<file path="config.mk">
export PLATFORM = sky130hd
export DESIGN_NAME = uart_rx_queue
export DESIGN_NICKNAME = d
export VERILOG_FILES = /design/src/rtl/uart_rxq_pkg.sv /design/src/rtl/rxq_mem.sv /design/src/rtl/rxq_level.sv /design/src/rtl/uart_rx_queue.sv
export SDC_FILE = /design/constraint.sdc
export NUM_CORES = 1
export LEC_CHECK = 0
export ABC_AREA = 1
export CAP_MARGIN = 20
export CORE_MARGIN = 2
export CORE_UTILIZATION = 53
export DETAILED_ROUTE_END_ITERATION = 8
export DONT_BUFFER_PORTS = 1
export PLACE_DENSITY = 0.74
export SLEW_MARGIN = 10
export SYNTH_ARGS = -nofsm -noshare
export SYNTH_HDL_FRONTEND = slang
export SYNTH_SLANG_ARGS = --single-unit
export TNS_END_PERCENT = 30
</file>
<file path="constraint.sdc">
create_clock -name clk -period 3.1 [get_ports clk]
set_input_delay 0.31 -clock clk [delete_from_list [all_inputs] [get_ports clk]]
set_output_delay 0.31 -clock clk [all_outputs]
set_load 0.05 [all_outputs]
</file>
<file path="src/rtl/uart_rxq_pkg.sv">
package uart_rxq_pkg;

    // One stored character: flags above the byte
    typedef struct packed {
        logic       brk;
        logic       ferr;
        logic       perr;
        logic [7:0] data;
    } rxq_entry_t;

    function automatic int unsigned trig_level(input logic [1:0] sel, input int unsigned depth);
        case (sel)
            2'd0:    return 1;
            2'd1:    return depth / 4;
            2'd2:    return depth / 2;
            default: return depth - 2;
        endcase
    endfunction

endpackage

</file>
<file path="src/rtl/rxq_mem.sv">
module rxq_mem
    import uart_rxq_pkg::*;
#(
    parameter int DEPTH = 16,
    localparam int AW = $clog2(DEPTH)
) (
    input  logic            clk,
    input  logic            we,
    input  logic [AW-1:0]   waddr,
    input  rxq_entry_t      wdata,
    input  logic [AW-1:0]   raddr,
    output rxq_entry_t      rdata
);

    rxq_entry_t slots [DEPTH];

    always_ff @(posedge clk) begin
        if (we) begin
            slots[waddr] <= wdata;
        end
    end

    assign rdata = slots[raddr];

endmodule

</file>
<file path="src/rtl/rxq_level.sv">
module rxq_level
    import uart_rxq_pkg::*;
#(
    parameter int DEPTH = 16,
    localparam int CW = $clog2(DEPTH + 1)
) (
    input  logic          q_enable,
    input  logic [1:0]    trig_sel,
    input  logic [CW-1:0] count,
    output logic          irq
);

    logic [CW-1:0] level;

    always_comb begin
        if (q_enable) begin
            level = CW'(trig_level(trig_sel, DEPTH));
        end else begin
            level = CW'(1);
        end
        irq = (count >= level);
    end

endmodule

</file>
<file path="src/rtl/uart_rx_queue.sv">
module uart_rx_queue
    import uart_rxq_pkg::*;
#(
    parameter int DEPTH = 16
) (
    input  logic       clk,
    input  logic       rst_n,
    input  logic       q_enable,
    input  logic [1:0] trig_sel,
    input  logic       in_valid,
    input  logic [7:0] in_data,
    input  logic       in_perr,
    input  logic       in_ferr,
    input  logic       in_brk,
    input  logic       rd_hold,
    input  logic       rd_status,
    output logic [7:0] hold_data,
    output logic [4:0] line_status,
    output logic       rx_irq
);

    localparam int AW = $clog2(DEPTH);
    localparam int CW = $clog2(DEPTH + 1);

    typedef struct packed {
        logic [CW-1:0] count;
        logic [AW-1:0] rd_ptr;
        logic [AW-1:0] wr_ptr;
        logic          ovr;
        logic          en_prev;
    } rxq_state_t;

    rxq_state_t    st_d, st_q;
    logic          we;
    rxq_entry_t    wentry, head;
    logic [CW-1:0] cap;
    logic          flush, pop, room, has;
    logic [CW-1:0] count_q;
    logic          en_prev_q;

    function automatic logic [AW-1:0] ptr_inc(input logic [AW-1:0] p);
        if (p == AW'(DEPTH - 1)) begin
            return '0;
        end
        return p + 1'b1;
    endfunction

    always_comb begin
        st_d   = st_q;
        we     = 1'b0;
        wentry = '{brk: in_brk, ferr: in_ferr, perr: in_perr, data: in_data};
        cap    = q_enable ? CW'(DEPTH) : CW'(1);
        flush  = st_q.en_prev && !q_enable;
        pop    = rd_hold && (st_q.count != '0);
        room   = (st_q.count < cap) || pop;

        if (flush) begin
            st_d.count  = '0;
            st_d.rd_ptr = '0;
            st_d.wr_ptr = '0;
            st_d.ovr    = 1'b0;
        end else begin
            if (pop) begin
                st_d.rd_ptr = ptr_inc(st_q.rd_ptr);
            end
            if (in_valid && room) begin
                we          = 1'b1;
                st_d.wr_ptr = ptr_inc(st_q.wr_ptr);
            end
            st_d.count = st_q.count + CW'(we) - CW'(pop);
            if (in_valid && !room) begin
                st_d.ovr = 1'b1;
            end else if (rd_status) begin
                st_d.ovr = 1'b0;
            end
        end
        st_d.en_prev = q_enable;
    end

    always_ff @(posedge clk or negedge rst_n) begin
        if (!rst_n) begin
            st_q <= '0;
        end else begin
            st_q <= st_d;
        end
    end

    rxq_mem #(.DEPTH(DEPTH)) u_mem (
        .clk   (clk),
        .we    (we),
        .waddr (st_q.wr_ptr),
        .wdata (wentry),
        .raddr (st_q.rd_ptr),
        .rdata (head)
    );

    rxq_level #(.DEPTH(DEPTH)) u_level (
        .q_enable (q_enable),
        .trig_sel (trig_sel),
        .count    (st_q.count),
        .irq      (rx_irq)
    );

    assign count_q     = st_q.count;
    assign en_prev_q   = st_q.en_prev;
    assign has         = (st_q.count != '0);
    assign hold_data   = has ? head.data : 8'h00;
    assign line_status = has ? {head.brk, head.ferr, head.perr, st_q.ovr, 1'b1}
                             : {3'b000, st_q.ovr, 1'b0};

endmodule

</file>
==> flow_metrics.py, run 1 <==
metrics = {
    "synthesis": {
        "ys_seq_area_share_pct": 63.5,
        "synth_edf_count": 176,
        "synth-compound-area-share_pct": 1.98,
        "ys_ff_latch": 191,
        "synth_cell_types": 33,
        "synth_cells": 904,
        "yosysMostFrequentCell": "nand2_1",
        "synth-xor-area-share_pct": 0.295,
        "yosys.area_share.simple_pct": 22.6,
        "synthArstFlopShare_pct": 7.85,
        "synthTopCellsByCount": "nand2_1, edfxtp_1, inv_1",
        "ys.warnings.count": 0,
        "synth_top_cell_area_share_pct": 59.2,
        "synth.net_count": 941,
        "yosysTopAreaCell": "edfxtp_1",
        "synthAdderAreaFrac_pct": 2.61,
        "synth_ff_type": "edfxtp_1",
        "synth_top_family_by_area": "simple AND/OR/NAND/NOR gates",
        "yosys-top-cells-area": "edfxtp_1, nand2_1, inv_1, nand3_1, dfrtp_1",
        "synth_area_sq_um": 8920,
        "syn_area_per_cell_sq_um": 9.87,
        "synth.area.mux_share_pct": 0,
    },
    "timing": {
        "relSlewSlack_pct": 48.8,
        "period_share_pct": 91.7,
        "timing.fmax_mhz": 352,
        "rsz0062_at_grt": "false",
        "tns_ns": 0,
        "final_max_slew_viol_count": 0,
        "report.final.setup_viol": 0,
        "period_needed_ns": 2.84,
        "timing.final.hold_violations": 0,
        "finalClockSkew_ns": 0.00817,
        "tightestPinTransition_ns": 0.765,
    },
    "clock_network": {
        "tritoncts": "yes",
        "cts_buffer_depth": 2,
        "cts.sinks": 191,
        "clock_latency_ns": 0.43,
        "numCtsBuffers": 17,
        "h-tree-depth": 4,
        "post_cts_resized": 0,
        "cts.clk_slew.worst_paths_ns": 0.06,
        "cts_setup_buffers": 0,
        "clock-root-buffer": "clkbuf_16",
    },
    "floorplanning": {
        "rows": 47,
        "die_area_sq_um": 17900,
        "core_sq_um": 16500,
        "die_h_um": 134,
        "fp.dieW_um": 134,
        "boundaryPins": 33,
        "start_util_pct": 54.0,
    },
    "global_route": {
        "grtUsageMet2_pct": 36.6,
        "use_met3_pct": 3.69,
        "grt_max_degree": 66,
        "grt.total_usage_pct": 22.9,
        "gr-max-usage-layer": "met2",
        "antenna_found_initial": 0,
        "grt_pass1_vias": 5736,
        "grt_pass1_wl_mm": 30.5,
        "gr-total-overflow": 0,
        "gr-usage-met1_pct": 31.6,
    },
    "power": {
        "p_per_area_nw_per_um2": 844,
        "ir_drop_mv": 0.795,
        "leakage_uw": 0.00429,
    },
    "drt": {
        "ant_nets": 0,
        "drtIter0Drc": 831,
        "vias": 6050,
        "wl_per_cell_um": 16.8,
        "drcViolationCount": 0,
        "wl_mm": 19.4,
        "firstDrtPassIters": 5,
        "via_per_inst": 5.24,
    },
    "finish": {
        "nNetsFinal": 960,
        "diodes": 0,
        "areaGrowthSynthToFinish_pct": 10.2,
        "fin_util_pct": 59.5,
        "drive_gt1_share_pct": 8.66,
    },
    "worst_setup_path": {
        "slowest_delay_ns": 0.74,
        "crit_required_ns": 2.79,
        "slowest_stage": "dfrtp_1",
        "crit_type": "flip-flop to output port",
        "cp_common_cell": "nand3_1",
        "cp_data_arrival_time_ns": 2.53,
        "path_cells": "inv_1 -> nand3_1 -> nand3_1 -> a21oi_1 -> buf_4",
        "cp-start-kind": "flip-flop",
        "cp-end-kind": "output port",
        "critPathMaxFanout": 15,
    },
    "flow_run": {
        "max_cap_violations": 0,
    },
    "worst_hold_path": {
        "hold_path.class": "primary input to flip-flop",
    },
    "status": {
        "outcome": "completed",
    },
    "placement": {
        "hpwl_mm": 11.8,
        "port_buffers": 0,
        "gp_congestion": 0.820,
    },
}
critical path: cells and delay by family (launching register included):
kind                   cells  cell delay [ns]
AO/OA/AOI/OAI              1             0.29
buffers and inverters      2             0.69
flip-flops                 1             0.74
AND/OR/NAND/NOR            2             0.38
power breakdown:
group | total [uW] | internal (uW) | leakage [uW] | switching (uW)
combinational | 3200 | 923 | 0.00226 | 2280
clock | 1990 | 1090 | 0.000260 | 900
sequential | 3110 | 2980 | 0.00178 | 125
total | 8300 | 4990 | 0.00429 | 3310
cell families after synthesis:
group / after synthesis
flops: 191
compound gates: 33
xor+xnor: 3
fa+ha+maj: 18
simple gates: 471
buf+inv: 188
worst paths after layout:
| path | from | to | slack [ns] | cells past startpoint |
|---|---|---|---|---|
| max | st_q[8]$_DFFE_PN0P_ | hold_data[0] | 0.26 | 5 |
| min | in_valid | st_q[4]$_DFFE_PN0P_ | 0.03 | 2 |
| max reg2reg | count_q[1]$_DFF_PN0_ | count_q[4]$_DFF_PN0_ | 0.56 | 15 |
| min reg2reg | st_q[2]$_DFFE_PN0P_ | st_q[2]$_DFFE_PN0P_ | 0.59 | 2 |
| max in group asynchronous | rst_n | st_q[6]$_DFFE_PN0P_ | 2.23 | 1 |
| min in group asynchronous | rst_n | count_q[1]$_DFF_PN0_ | 0.37 | 1 |
through the flow:
stage | power, uW | area [sq um] | cells | setup WS (ns) | hold WS [ns]
after floorplan | 5500 | 8920 | 904 | 0.785 | 0.0144
after global placement | 6230 | 9170 | 1111 | 0.628 | 0.0148
after detailed placement | 6280 | 9170 | 1111 | 0.574 | 0.0148
after CTS | 8310 | 9830 | 1155 | 0.302 | 0.0137
after global routing | 8760 | 9830 | 1155 | 0.112 | 0.0341
final | 8300 | 9830 | 1155 | 0.258 | 0.0285
layout make-up:
cell class,instances,area (sq um)
clock inverter,13,100
multi-input combinational,525,2450
sequential,191,5660
timing repair buffer,38,343
fill,1341,6690
inverter,150,569
tap,220,275
clock buffer,18,429
registers in the layout (all words and copies together) (netlist names):
name	count
count_q	5
en_prev_q	1
st_q	9
u_mem.slots	176
cells in the final DEF (no fill, tap or decap):
master	n
nand2_8	1
a21oi_1	17
nand4_4	1
clkinv_4	2
inv_4	2
nor2_2	7
clkbuf_16	17
buf_4	23
fa_1	1
xnor2_1	1
clkinvlp_4	2
edfxtp_1	176
dfrtp_2	1
a21oi_2	1
nand4_1	6
inv_1	144
o21ai_0	12
nor2_4	3
nor2_1	14
o21bai_1	1
o21a_1	2
nand2_2	3
clkbuf_1	1
clkinv_1	2
buf_12	2
dlygate4sd3_1	13
nand2_1	334
nand3_1	97
nand2_4	3
or2_2	1
inv_2	3
xor2_1	2
ha_1	17
bufinv_16	1
nor3_2	1
dfrtp_1	14
clkinv_2	7
layer usage:
layer  share of wire (%)  wire, um
met5                   0         0
met1                  44      8510
met2                  47      9080
met4                 2.6       497
met3                 6.8      1320
what timing repair did:
| action | 4_1_cts | 5_1_grt |
|---|---|---|
| hold buffers | 13 | 0 |
| setup endpoints to repair | 0 | 0 |
| endpoints found under the hold margin | 192 | 0 |
Note: power is estimated with default switching activity, not from simulation.
==> run 2, diff against run 1 <==
--- a/config.mk
+++ b/config.mk
@@ -5,7 +5,6 @@
 export SDC_FILE = /design/constraint.sdc
 export NUM_CORES = 1
 export LEC_CHECK = 0
-export ABC_AREA = 1
 export CAP_MARGIN = 20
 export CORE_MARGIN = 2
 export CORE_UTILIZATION = 53
==> run 2 against run 1 <==
Compared with the run above: critical endpoint is now hold_data[3]; sequential share of layout area is 3.7 points higher; first-iteration DRC count is 46% lower; sequential power is 1% higher; worst hold slack better by 0.0085 ns; final cell count is 40% lower; die area is 9.7% lower; core utilization is 3.6 points higher; clock power is 18% higher; via count is 29% lower; highest routed layer unchanged; largest power group is now sequential cells.
==> flow_metrics.py, run 2 <==
metrics = {
    "status": {
        "outcome": "completed",
    },
    "worst_setup_path": {
        "path_cells": "inv_2 -> ha_1 -> or4b_4 -> buf_4 -> and2_4 -> a22oi_1 -> o211ai_1 -> buf_4",
        "crit_type": "flip-flop to output port",
        "crit_buf_inv": 3,
        "rr_startpoint": "count_q[3]$_DFF_PN0_",
        "crit_required_ns": 2.79,
        "slowest_stage": "or4b_4",
        "critPathMaxFanout": 11,
        "cp_num_cells": 8,
        "timing.critical_path.from": "count_q[3]$_DFF_PN0_",
        "cp-start-kind": "flip-flop",
        "cp_common_cell": "buf_4",
        "cp-end-kind": "output port",
        "r2r_end": "count_q[4]$_DFF_PN0_",
        "cp_data_arrival_time_ns": 2.65,
        "cp_top_family": "simple AND/OR/NAND/NOR gates",
        "slowest_delay_ns": 0.47,
        "rrSetupSlack_ns": 0.24,
        "r2r_cells": 12,
        "cp-endpoint": "hold_data[3]",
    },
    "finish": {
        "fin_util_pct": 63.1,
        "final_cell_area_sq_um": 9240,
        "nNetsFinal": 534,
        "final-seq-area_sq_um": 5660,
        "regMostFlops": "u_mem.slots",
        "areaGrowthSynthToFinish_pct": 15.1,
        "multi_input_area_sq_um": 2220,
        "nFillCells": 999,
        "final_common_cell": "edfxtp_1",
        "instances_no_fill": 694,
        "diodes": 0,
        "layout_common_cells": "edfxtp_1, buf_4, mux4_2",
        "largest_reg_flops": 176,
        "drive_gt1_share_pct": 24.5,
    },
    "timing": {
        "timing.final.hold_violations": 0,
        "tns_ns": 0,
        "period_needed_ns": 2.96,
        "period_share_pct": 95.3,
        "rsz0062_at_grt": "false",
        "final_max_slew_viol_count": 0,
        "relSlewSlack_pct": 53.7,
        "fin_ws_ns": 0.144,
        "report.final.setup_viol": 0,
        "timing.fmax_mhz": 338,
        "tightestPinTransition_ns": 0.692,
        "finalClockSkew_ns": 0.0166,
    },
    "clock_network": {
        "cts_buffer_depth": 2,
        "clock_latency_ns": 0.44,
        "h-tree-depth": 4,
        "clock-root-buffer": "clkbuf_16",
        "cts.sinks": 191,
        "numCtsBuffers": 17,
        "tritoncts": "yes",
        "cts.clk_slew.worst_paths_ns": 0.07,
    },
    "global_route": {
        "grt.total_usage_pct": 21.4,
        "gr-total-overflow": 0,
        "grt_pass1_vias": 4349,
        "antenna_found_initial": 0,
        "grt_max_degree": 33,
        "grt_pass1_wl_mm": 25.1,
    },
    "placement": {
        "hpwl_mm": 10.0,
        "dp_cells": 648,
        "dp_slack_ns": 0.190,
        "gp_congestion": 0.831,
        "place_area_sq_um": 8430,
        "port_buffers": 0,
    },
    "drt": {
        "via_per_inst": 6.20,
        "ant_nets": 0,
        "wl_mm": 16.1,
        "firstDrtPassIters": 5,
        "drtIter0Drc": 445,
        "wl_per_cell_um": 23.2,
        "drcViolationCount": 0,
        "vias": 4304,
    },
    "synthesis": {
        "yosys-top-cells-area": "edfxtp_1, mux4_2, dfrtp_1, mux2i_1, ha_1",
        "ys_seq_area_share_pct": 70.5,
        "yosysTopAreaCell": "edfxtp_1",
        "synthArstFlopShare_pct": 7.85,
        "yosysMostFrequentCell": "edfxtp_1",
        "synth_area_sq_um": 8030,
        "synthTopCellsByCount": "edfxtp_1, mux4_2, nand2_1",
        "synth_cell_types": 46,
        "synth_edf_count": 176,
        "synth_top_cell_area_share_pct": 65.8,
        "synth.net_count": 491,
        "syn_area_per_cell_sq_um": 17.7,
        "synth_cells": 454,
        "ys_ff_latch": 191,
        "synth_ff_type": "edfxtp_1",
        "ys.warnings.count": 0,
    },
    "floorplanning": {
        "core_sq_um": 14600,
        "boundaryPins": 33,
        "die_h_um": 127,
        "start_util_pct": 54.8,
        "rows": 44,
        "die_area_sq_um": 16100,
        "fp.dieW_um": 127,
    },
    "worst_hold_path": {
        "hold_path.class": "primary input to flip-flop",
    },
    "power": {
        "p_per_area_nw_per_um2": 907,
        "leakage_uw": 0.00314,
        "ir_drop_mv": 0.599,
    },
    "flow_run": {
        "max_cap_violations": 0,
    },
}
## run 2: cell types whose count changed in the layout (fill, tap and decap cells not counted), sizes merged, moves of 13 or more
cell,previous run,this run
a22oi,0,22
buf,25,38
inv,149,11
mux2i,0,23
mux4,0,33
nand2,341,24
nand3,97,18
o211ai,0,15
## run 2: per-layer routing
metal / global-route usage (%) / wire length (um) / up-vias
met1: 28.8 / 6880 / 2202
met3: 6.32 / 1010 / 28
met5: 0 / 0 / -
met2: 33.7 / 7910 / 169
met4: 8.08 / 312 / 0
li1: - / - / 1905
## run 2: logic make-up (layout without fill, tap and decap cells)
family / Yosys count / count (layout) / synth area share, %
buf+inv: 36 / 92 / 2.23
simple gates: 84 / 84 / 5.27
flops: 191 / 191 / 70.5
mux: 56 / 56 / 12.1
compound gates: 66 / 66 / 6.63
xor+xnor: 3 / 3 / 0.327
fa+ha+maj: 18 / 18 / 2.90
## run 2: through the flow
stage               hold WS [ns]  power [uW]
floorplan                 0.0144        5280
finish                    0.0370        8380
global placement          0.0152        5960
detailed placement        0.0151        6000
global route              0.0255        8750
CTS                       0.0286        8400
## run 2: how the worst min path moves through the flow
stage	start	endpoint	cells past startpoint
after detailed placement	rst_n	st_q[4]$_DFFE_PN0P_	0
after global routing	rd_status	st_q[1]$_DFFE_PN0P_	2
after floorplan	rst_n	count_q[0]$_DFF_PN0_	0
after global placement	rst_n	st_q[5]$_DFFE_PN0P_	0
after CTS	rd_status	st_q[1]$_DFFE_PN0P_	2
final	rd_status	st_q[1]$_DFFE_PN0P_	2
## run 2: where the power goes
part	switching [uW]	internal [uW]	total, uW	leakage, uW
logic	1740	1130	2880	0.00106
clock network	923	1430	2350	0.000304
registers	179	2970	3150	0.00178
total	2840	5540	8380	0.00314
## run 2: cell type report
cell class | count | area share, %
tap | 184 | 2.49
multi-input combinational | 227 | 24.0
inverter | 9 | 0.366
timing repair buffer | 51 | 4.85
sequential | 191 | 61.3
clock inverter | 14 | 2.30
clock buffer | 18 | 4.64
## run 2: what timing repair did
item,4_1_cts,5_1_grt
endpoints found under the hold margin,192,0
setup endpoints to repair,11,12
pin swaps,0,0
resized for setup,4,2
buffers inserted,0,1
hold buffers,13,0
